### src/rtl/enc8b10b_pkg.sv
package enc8b10b_pkg;
  localparam int SYM_W  = 8;
  localparam int CODE_W = 10;
  localparam int SUB6_W = 6;
  localparam int SUB4_W = 4;

  // legal control characters: K28.y and K23/27/29/30.7
  function automatic logic k_legal(logic [SYM_W-1:0] b);
    logic [4:0] x;
    logic [2:0] y;
    x = b[4:0];
    y = b[7:5];
    return (x == 5'd28) ||
           ((y == 3'd7) && (x == 5'd23 || x == 5'd27 || x == 5'd29 || x == 5'd30));
  endfunction
endpackage

### src/rtl/enc_6b.sv
module enc_6b
  import enc8b10b_pkg::*;
(
  input  logic [4:0]        x_i,
  input  logic              k28_i,
  input  logic              rd_i,
  output logic [SUB6_W-1:0] sub_o,
  output logic              rd_o
);
  // base holds the negative-column code written a..i from MSB to LSB
  logic [SUB6_W-1:0] base;
  logic [SUB6_W-1:0] pick;
  logic              bal;
  logic              flip;

  always_comb begin
    if (k28_i) begin
      base = 6'b001111;
    end else begin
      case (x_i)
        5'd0:    base = 6'b100111;
        5'd1:    base = 6'b011101;
        5'd2:    base = 6'b101101;
        5'd3:    base = 6'b110001;
        5'd4:    base = 6'b110101;
        5'd5:    base = 6'b101001;
        5'd6:    base = 6'b011001;
        5'd7:    base = 6'b111000;
        5'd8:    base = 6'b111001;
        5'd9:    base = 6'b100101;
        5'd10:   base = 6'b010101;
        5'd11:   base = 6'b110100;
        5'd12:   base = 6'b001101;
        5'd13:   base = 6'b101100;
        5'd14:   base = 6'b011100;
        5'd15:   base = 6'b010111;
        5'd16:   base = 6'b011011;
        5'd17:   base = 6'b100011;
        5'd18:   base = 6'b010011;
        5'd19:   base = 6'b110010;
        5'd20:   base = 6'b001011;
        5'd21:   base = 6'b101010;
        5'd22:   base = 6'b011010;
        5'd23:   base = 6'b111010;
        5'd24:   base = 6'b110011;
        5'd25:   base = 6'b100110;
        5'd26:   base = 6'b010110;
        5'd27:   base = 6'b110110;
        5'd28:   base = 6'b001110;
        5'd29:   base = 6'b101110;
        5'd30:   base = 6'b011110;
        default: base = 6'b101011;
      endcase
    end
  end

  always_comb begin
    bal = ($countones(base) == 3);
    // D.7 is balanced but still has two forms
    if (!k28_i && x_i == 5'd7) flip = rd_i;
    else                       flip = rd_i && !bal;
    pick = flip ? ~base : base;
    for (int i = 0; i < SUB6_W; i++) sub_o[i] = pick[SUB6_W-1-i];
    rd_o = bal ? rd_i : ~rd_i;
  end
endmodule

### src/rtl/enc_4b.sv
module enc_4b
  import enc8b10b_pkg::*;
(
  input  logic [2:0]        y_i,
  input  logic              k_i,
  input  logic              alt_i,
  input  logic              rd_i,
  output logic [SUB4_W-1:0] sub_o,
  output logic              rd_o
);
  // base holds the negative-column code written f..j from MSB to LSB
  logic [SUB4_W-1:0] base;
  logic [SUB4_W-1:0] pick;
  logic              flip;

  always_comb begin
    if (k_i) begin
      case (y_i)
        3'd0:    base = 4'b1011;
        3'd1:    base = 4'b0110;
        3'd2:    base = 4'b1010;
        3'd3:    base = 4'b1100;
        3'd4:    base = 4'b1101;
        3'd5:    base = 4'b0101;
        3'd6:    base = 4'b1001;
        default: base = 4'b0111;
      endcase
    end else if (y_i == 3'd7 && alt_i) begin
      base = 4'b0111;
    end else begin
      case (y_i)
        3'd0:    base = 4'b1011;
        3'd1:    base = 4'b1001;
        3'd2:    base = 4'b0101;
        3'd3:    base = 4'b1100;
        3'd4:    base = 4'b1101;
        3'd5:    base = 4'b1010;
        3'd6:    base = 4'b0110;
        default: base = 4'b1110;
      endcase
    end
  end

  always_comb begin
    // K groups and y=3 invert even when balanced
    flip = rd_i && (k_i || y_i == 3'd3 || $countones(base) != 2);
    pick = flip ? ~base : base;
    for (int i = 0; i < SUB4_W; i++) sub_o[i] = pick[SUB4_W-1-i];
    rd_o = ($countones(base) == 2) ? rd_i : ~rd_i;
  end
endmodule

### src/rtl/enc_slice.sv
module enc_slice
  import enc8b10b_pkg::*;
(
  input  logic [SYM_W-1:0]  byte_i,
  input  logic              ctrl_i,
  input  logic              rd_i,
  output logic [CODE_W-1:0] code_o,
  output logic              rd_o,
  output logic              kerr_o
);
  logic [4:0]        x;
  logic [2:0]        y;
  logic              k_ok;
  logic              k28;
  logic              rd_mid;
  logic              alt;
  logic [SUB6_W-1:0] s6;
  logic [SUB4_W-1:0] s4;

  assign x      = byte_i[4:0];
  assign y      = byte_i[7:5];
  assign k_ok   = ctrl_i && k_legal(byte_i);
  assign k28    = k_ok && (x == 5'd28);
  assign kerr_o = ctrl_i && !k_ok;

  // alternate D.x.7 avoids a run of five equal bits
  assign alt = (!rd_mid && (x == 5'd17 || x == 5'd18 || x == 5'd20)) ||
               ( rd_mid && (x == 5'd11 || x == 5'd13 || x == 5'd14));

  enc_6b u_6b (
    .x_i   (x),
    .k28_i (k28),
    .rd_i  (rd_i),
    .sub_o (s6),
    .rd_o  (rd_mid)
  );

  enc_4b u_4b (
    .y_i   (y),
    .k_i   (k_ok),
    .alt_i (alt),
    .rd_i  (rd_mid),
    .sub_o (s4),
    .rd_o  (rd_o)
  );

  assign code_o = {s4, s6};
endmodule

### src/rtl/enc8b10b_cascade.sv
module enc8b10b_cascade
  import enc8b10b_pkg::*;
#(
  parameter int SLICES = 2
) (
  input  logic                       clk_i,
  input  logic                       rst_ni,
  input  logic                       valid_i,
  input  logic                       dbl_i,
  input  logic [SYM_W*SLICES-1:0]    data_i,
  input  logic [SLICES-1:0]          ctrl_i,
  input  logic                       force_disp_i,
  input  logic                       disp_val_i,
  output logic                       valid_o,
  output logic [CODE_W*SLICES-1:0]   code_o,
  output logic [SLICES-1:0]          kerr_o,
  output logic                       rd_o
);
  localparam int CW = CODE_W * SLICES;

  logic            rd_q;
  logic            valid_q;
  logic [CW-1:0]   code_q;
  logic [SLICES-1:0] kerr_q;

  logic [SLICES:0]   rd_chain;
  logic [CW-1:0]     code_w;
  logic [CW-1:0]     code_m;
  logic [SLICES-1:0] kerr_w;
  logic [SLICES-1:0] kerr_m;
  logic [SLICES-1:0] act;
  logic              rd_end;

  assign rd_chain[0] = force_disp_i ? disp_val_i : rd_q;

  for (genvar g = 0; g < SLICES; g++) begin : g_slice
    enc_slice u_slice (
      .byte_i (data_i[g*SYM_W +: SYM_W]),
      .ctrl_i (ctrl_i[g]),
      .rd_i   (rd_chain[g]),
      .code_o (code_w[g*CODE_W +: CODE_W]),
      .rd_o   (rd_chain[g+1]),
      .kerr_o (kerr_w[g])
    );
    assign act[g] = (g == 0) || dbl_i;
    assign code_m[g*CODE_W +: CODE_W] = act[g] ? code_w[g*CODE_W +: CODE_W] : '0;
    assign kerr_m[g] = act[g] && kerr_w[g];
  end

  assign rd_end = dbl_i ? rd_chain[SLICES] : rd_chain[1];

  always_ff @(posedge clk_i or negedge rst_ni) begin
    if (!rst_ni) begin
      rd_q    <= 1'b0;
      valid_q <= 1'b0;
      code_q  <= '0;
      kerr_q  <= '0;
    end else begin
      valid_q <= valid_i;
      if (valid_i) begin
        code_q <= code_m;
        kerr_q <= kerr_m;
        rd_q   <= rd_end;
      end
    end
  end

  assign valid_o = valid_q;
  assign code_o  = code_q;
  assign kerr_o  = kerr_q;
  assign rd_o    = rd_q;

  p_latency_r5: assert property (@(posedge clk_i) disable iff (!rst_ni)
    1'b1 |=> valid_o == $past(valid_i));

  p_rd_hold_r5: assert property (@(posedge clk_i) disable iff (!rst_ni)
    !valid_i |=> $stable(rd_o));

  p_flip_unbal_r7: assert property (@(posedge clk_i) disable iff (!rst_ni)
    valid_i |-> ((rd_chain[1] != rd_chain[0]) == ($countones(code_w[CODE_W-1:0]) != 5)));

  p_heavy_from_neg_r7: assert property (@(posedge clk_i) disable iff (!rst_ni)
    valid_i && ($countones(code_w[CODE_W-1:0]) == 6) |-> !rd_chain[0]);

  p_ones_range_r7: assert property (@(posedge clk_i) disable iff (!rst_ni)
    valid_o |-> ($countones(code_o[CODE_W-1:0]) >= 4 && $countones(code_o[CODE_W-1:0]) <= 6));

  p_upper_idle_r1: assert property (@(posedge clk_i) disable iff (!rst_ni)
    valid_i && !dbl_i |=> ((code_o >> CODE_W) == '0) && ((kerr_o >> 1) == '0));

  p_no_kerr_data_r6: assert property (@(posedge clk_i) disable iff (!rst_ni)
    valid_i && !ctrl_i[0] |=> !kerr_o[0]);
endmodule

### config.mk
export PLATFORM = sky130hd
export DESIGN_NAME = enc8b10b_cascade
export DESIGN_NICKNAME = d
export VERILOG_FILES = /design/src/rtl/enc8b10b_pkg.sv /design/src/rtl/enc_6b.sv /design/src/rtl/enc_4b.sv /design/src/rtl/enc_slice.sv /design/src/rtl/enc8b10b_cascade.sv
export SDC_FILE = /design/constraint.sdc
export NUM_CORES = 1
export LEC_CHECK = 0
export BUFFER_PORTS_ARGS = -buffer_cell sky130_fd_sc_hd__buf_4
export CAP_MARGIN = 5
export CORE_UTILIZATION = 50
export CTS_BUF_LIST = sky130_fd_sc_hd__clkbuf_4 sky130_fd_sc_hd__clkbuf_8
export CTS_CLUSTER_DIAMETER = 80
export DETAILED_ROUTE_END_ITERATION = 10
export GPL_ROUTABILITY_DRIVEN = 0
export GPL_TIMING_DRIVEN = 0
export PLACE_DENSITY = 0.81
export SLEW_MARGIN = 20
export SYNTH_ARGS = -nofsm -noshare
export SYNTH_HDL_FRONTEND = slang
export SYNTH_HIERARCHICAL = 1
export SYNTH_SLANG_ARGS = --single-unit
### constraint.sdc
create_clock -name clk_i -period 9.6 [get_ports clk_i]
set_input_delay 0.48 -clock clk_i [delete_from_list [all_inputs] [get_ports clk_i]]
set_output_delay 0.48 -clock clk_i [all_outputs]
set_load 0.005 [all_outputs]
==> flow_summary.json <==
{
  "cts_root_buf": "clkbuf_8",
  "cts_tree": "built",
  "initial_utilization": 0.531,
  "hold_class": "in -> async",
  "clockBufferDepth": 2,
  "critPathMaxStageDelay_ns": 0.48,
  "track_usage": 0.220,
  "clock_skew_ns": 0.00599,
  "dp_hpwl_mm": 5.17,
  "first_iter_violations": 150,
  "tns_ns": 0,
  "cp.required_ns": 9.78,
  "antenna_found_initial": 0,
  "crit_path_max_fanout": 12,
  "grt_overflow": 0,
  "dieArea_um2": 6310,
  "endpoint": "code_o[18]",
  "nFillCells": 484,
  "num_antenna_cells": 0,
  "wl_mm": 6.70,
  "status": "finished clean",
  "crit_slowest_cell": "or4b_1",
  "synth_nets": 382,
  "core-area_um2": 5640,
  "placed_area_um2": 3430,
  "fmax_mhz": 109,
  "slew_headroom": 0.622,
  "min_period_over_period": 0.954,
  "fin_area_um2": 3570,
  "viasPerCell": 5.75,
  "syn_avg_cell_area_um2": 9.20,
  "htreeDepth": 1,
  "die_w_um": 79.4,
  "synthFlopType": "dfrtp_1",
  "ir_drop_uv": 122,
  "tightest_slew_ns": 0.558,
  "synthArstFlopShare": 1.00,
  "r2r_end": "code_o[18]",
  "synth.distinct_cells": 68,
  "drtAntennaViolNets": 0,
  "drive_above_1_share": 0.293,
  "power.total_mw": 0.742,
  "rsz0062_at_grt": "no",
  "critPathLaunchType": "input pin",
  "grt_pass1_wl_mm": 11.1,
  "path_clk_slew_ns": 0.09,
  "slew_viol_final": 0,
  "synth_area_um2": 3000,
  "synth_edf_count": 0,
  "r2r_slack_ns": 3.19,
  "leakage_nw": 1.59,
  "path_class": "in -> reg",
  "synth-seq-cells": 24,
  "arrival_ns": 9.34,
  "endpoint_kind": "flop",
  "startpoint": "data_i[0]",
  "hold_viol_final": 0,
  "drc": 0,
  "area_growth_pct": 19.0,
  "clkSinkCount": 24,
  "yosysWarnings": 6,
  "clock_latency_ns": 0.27,
  "grt_max_degree": 25,
  "die_h_um": 79.4,
  "p_per_area_nw_per_um2": 208,
  "portBuffers": 45,
  "grt_pass1_vias": 2473,
  "num_vias": 2578,
  "max_cap_viol_count": 0,
  "rows": 27,
  "ios": 48,
  "first_pass_iters": 4,
  "fin_crit_ns": 9.15,
  "ctsHoldBuffers": 0,
  "seq_area_frac_synth": 0.200,
  "cts_made_buffers": 3,
  "drt-wirelength-per-cell_um": 14.9,
  "r2r_cells": 28,
  "synthesis.instances": 326,
  "setup_viol": 0,
  "timing.rr.start": "rd_o",
  "nets": 433
}
sequential cells by signal, indices dropped and copies added (netlist names):
register	flops
rd_o	1
code_o	20
valid_o	1
kerr_o	2
synthesized netlist by cell type, types with 3 or more instances:
master	n	area share
a21oi_1	12	0.020
nor4_1	3	0.0063
o211ai_1	5	0.013
ha_1	24	0.10
xor2_1	6	0.018
dfrtp_1	24	0.20
nor2b_1	5	0.010
inv_1	31	0.039
xnor2_1	18	0.053
buf_4	3	0.0075
mux2_4	6	0.030
mux2_2	7	0.026
buf_2	6	0.010
fa_1	8	0.053
nand3b_1	4	0.010
mux2i_1	6	0.020
a211o_1	4	0.012
a31oi_1	5	0.010
nand4b_1	6	0.018
nand2_1	30	0.038
nand3_1	16	0.027
o21ai_0	14	0.023
nand2b_1	8	0.017
buf_6	5	0.019
nor2_1	10	0.013
timing repair:
item,CTS,global route
pin swaps,0,2
endpoints found under the setup margin,1,5
gates resized for setup,1,10
buffers inserted,0,1
metrics by stage:
step	worst slack, ns	hold WS [ns]	utilization	std cells
after floorplan	0.690	0.184	-	326
after global placement	-0.0349	0.388	0.607	443
after detailed placement	-0.309	0.398	0.607	443
after CTS	0.0589	0.104	0.621	447
after global routing	0.00795	0.111	0.632	448
final	0.446	0.0889	0.632	448
critical path, delay by kind of cell:
family / cells / cell delay, ns
and+or+nand+nor: 11 / 2.47
AOI/OAI and AO/OA: 12 / 1.98
xor gates and xnor gates: 2 / 0.39
adders and majority gates: 12 / 3.65
buffers and inverters: 4 / 0.37
worst min path at each step:
stage,from,end,slack [ns],cells after the start
after floorplan,rst_ni,code_o[0],0.18,0
after global placement,rst_ni,code_o[4],0.39,1
after detailed placement,rst_ni,code_o[11],0.40,1
after CTS,rst_ni,code_o[11],0.10,1
after global routing,rst_ni,code_o[4],0.11,1
final,rst_ni,code_o[11],0.09,1
per-layer routing:
metal | vias up | GRT usage | share of wire
li1 | 1257 | - | -
met1 | 1237 | 0.284 | 0.45
met2 | 71 | 0.385 | 0.50
met5 | - | 0 | 0
met4 | 0 | 0.0600 | 0.016
met3 | 13 | 0.0229 | 0.038
layout make-up:
type,instances,area (um2),area share
clock buffer,3,41.3,0.0116
timing repair buffer,46,345,0.0968
inverter,33,124,0.0347
buffer,17,149,0.0417
sequential,24,601,0.168
clock inverter,1,30.0,0.00842
multi-input combinational,252,2190,0.613
tap,72,90.1,0.0253
where the power goes:
group          internal [mW]  leakage [nW]  switching [mW]
Combinational          0.258          1.26           0.222
Sequential             0.143         0.294          0.0278
Clock                 0.0558        0.0357          0.0351
cell families (layout without fill, tap and decap cells):
group                    Yosys count  in the layout  synth area share
buffers and inverters             50            100            0.0910
AO/OA/AOI/OAI                     67             67             0.175
AND/OR/NAND/NOR                  104            104             0.203
flip-flops                        24             24             0.200
adder cells (fa/ha/maj)           34             34             0.161
multiplexers                      21             21            0.0885
XOR/XNOR                          26             26            0.0810
cell usage in the layout, fill, tap and decap left out, drive strengths merged, types with 3 or more instances in the layout:
cell type  count
mux2          13
buf           62
nand4b         6
a21oi         12
a31oi          5
or2            3
fa             8
clkbuf         4
xor2           6
nand2         30
nor4           4
nor3           3
dfrtp         24
nand3b         4
inv           33
nand2b         8
nand3         16
and3           3
mux2i          8
a211o          4
o211ai         5
nor2          10
xnor2         20
ha            24
o21ai         16
nor2b          5
No activity file was read; power rests on OpenSTA's default activity.
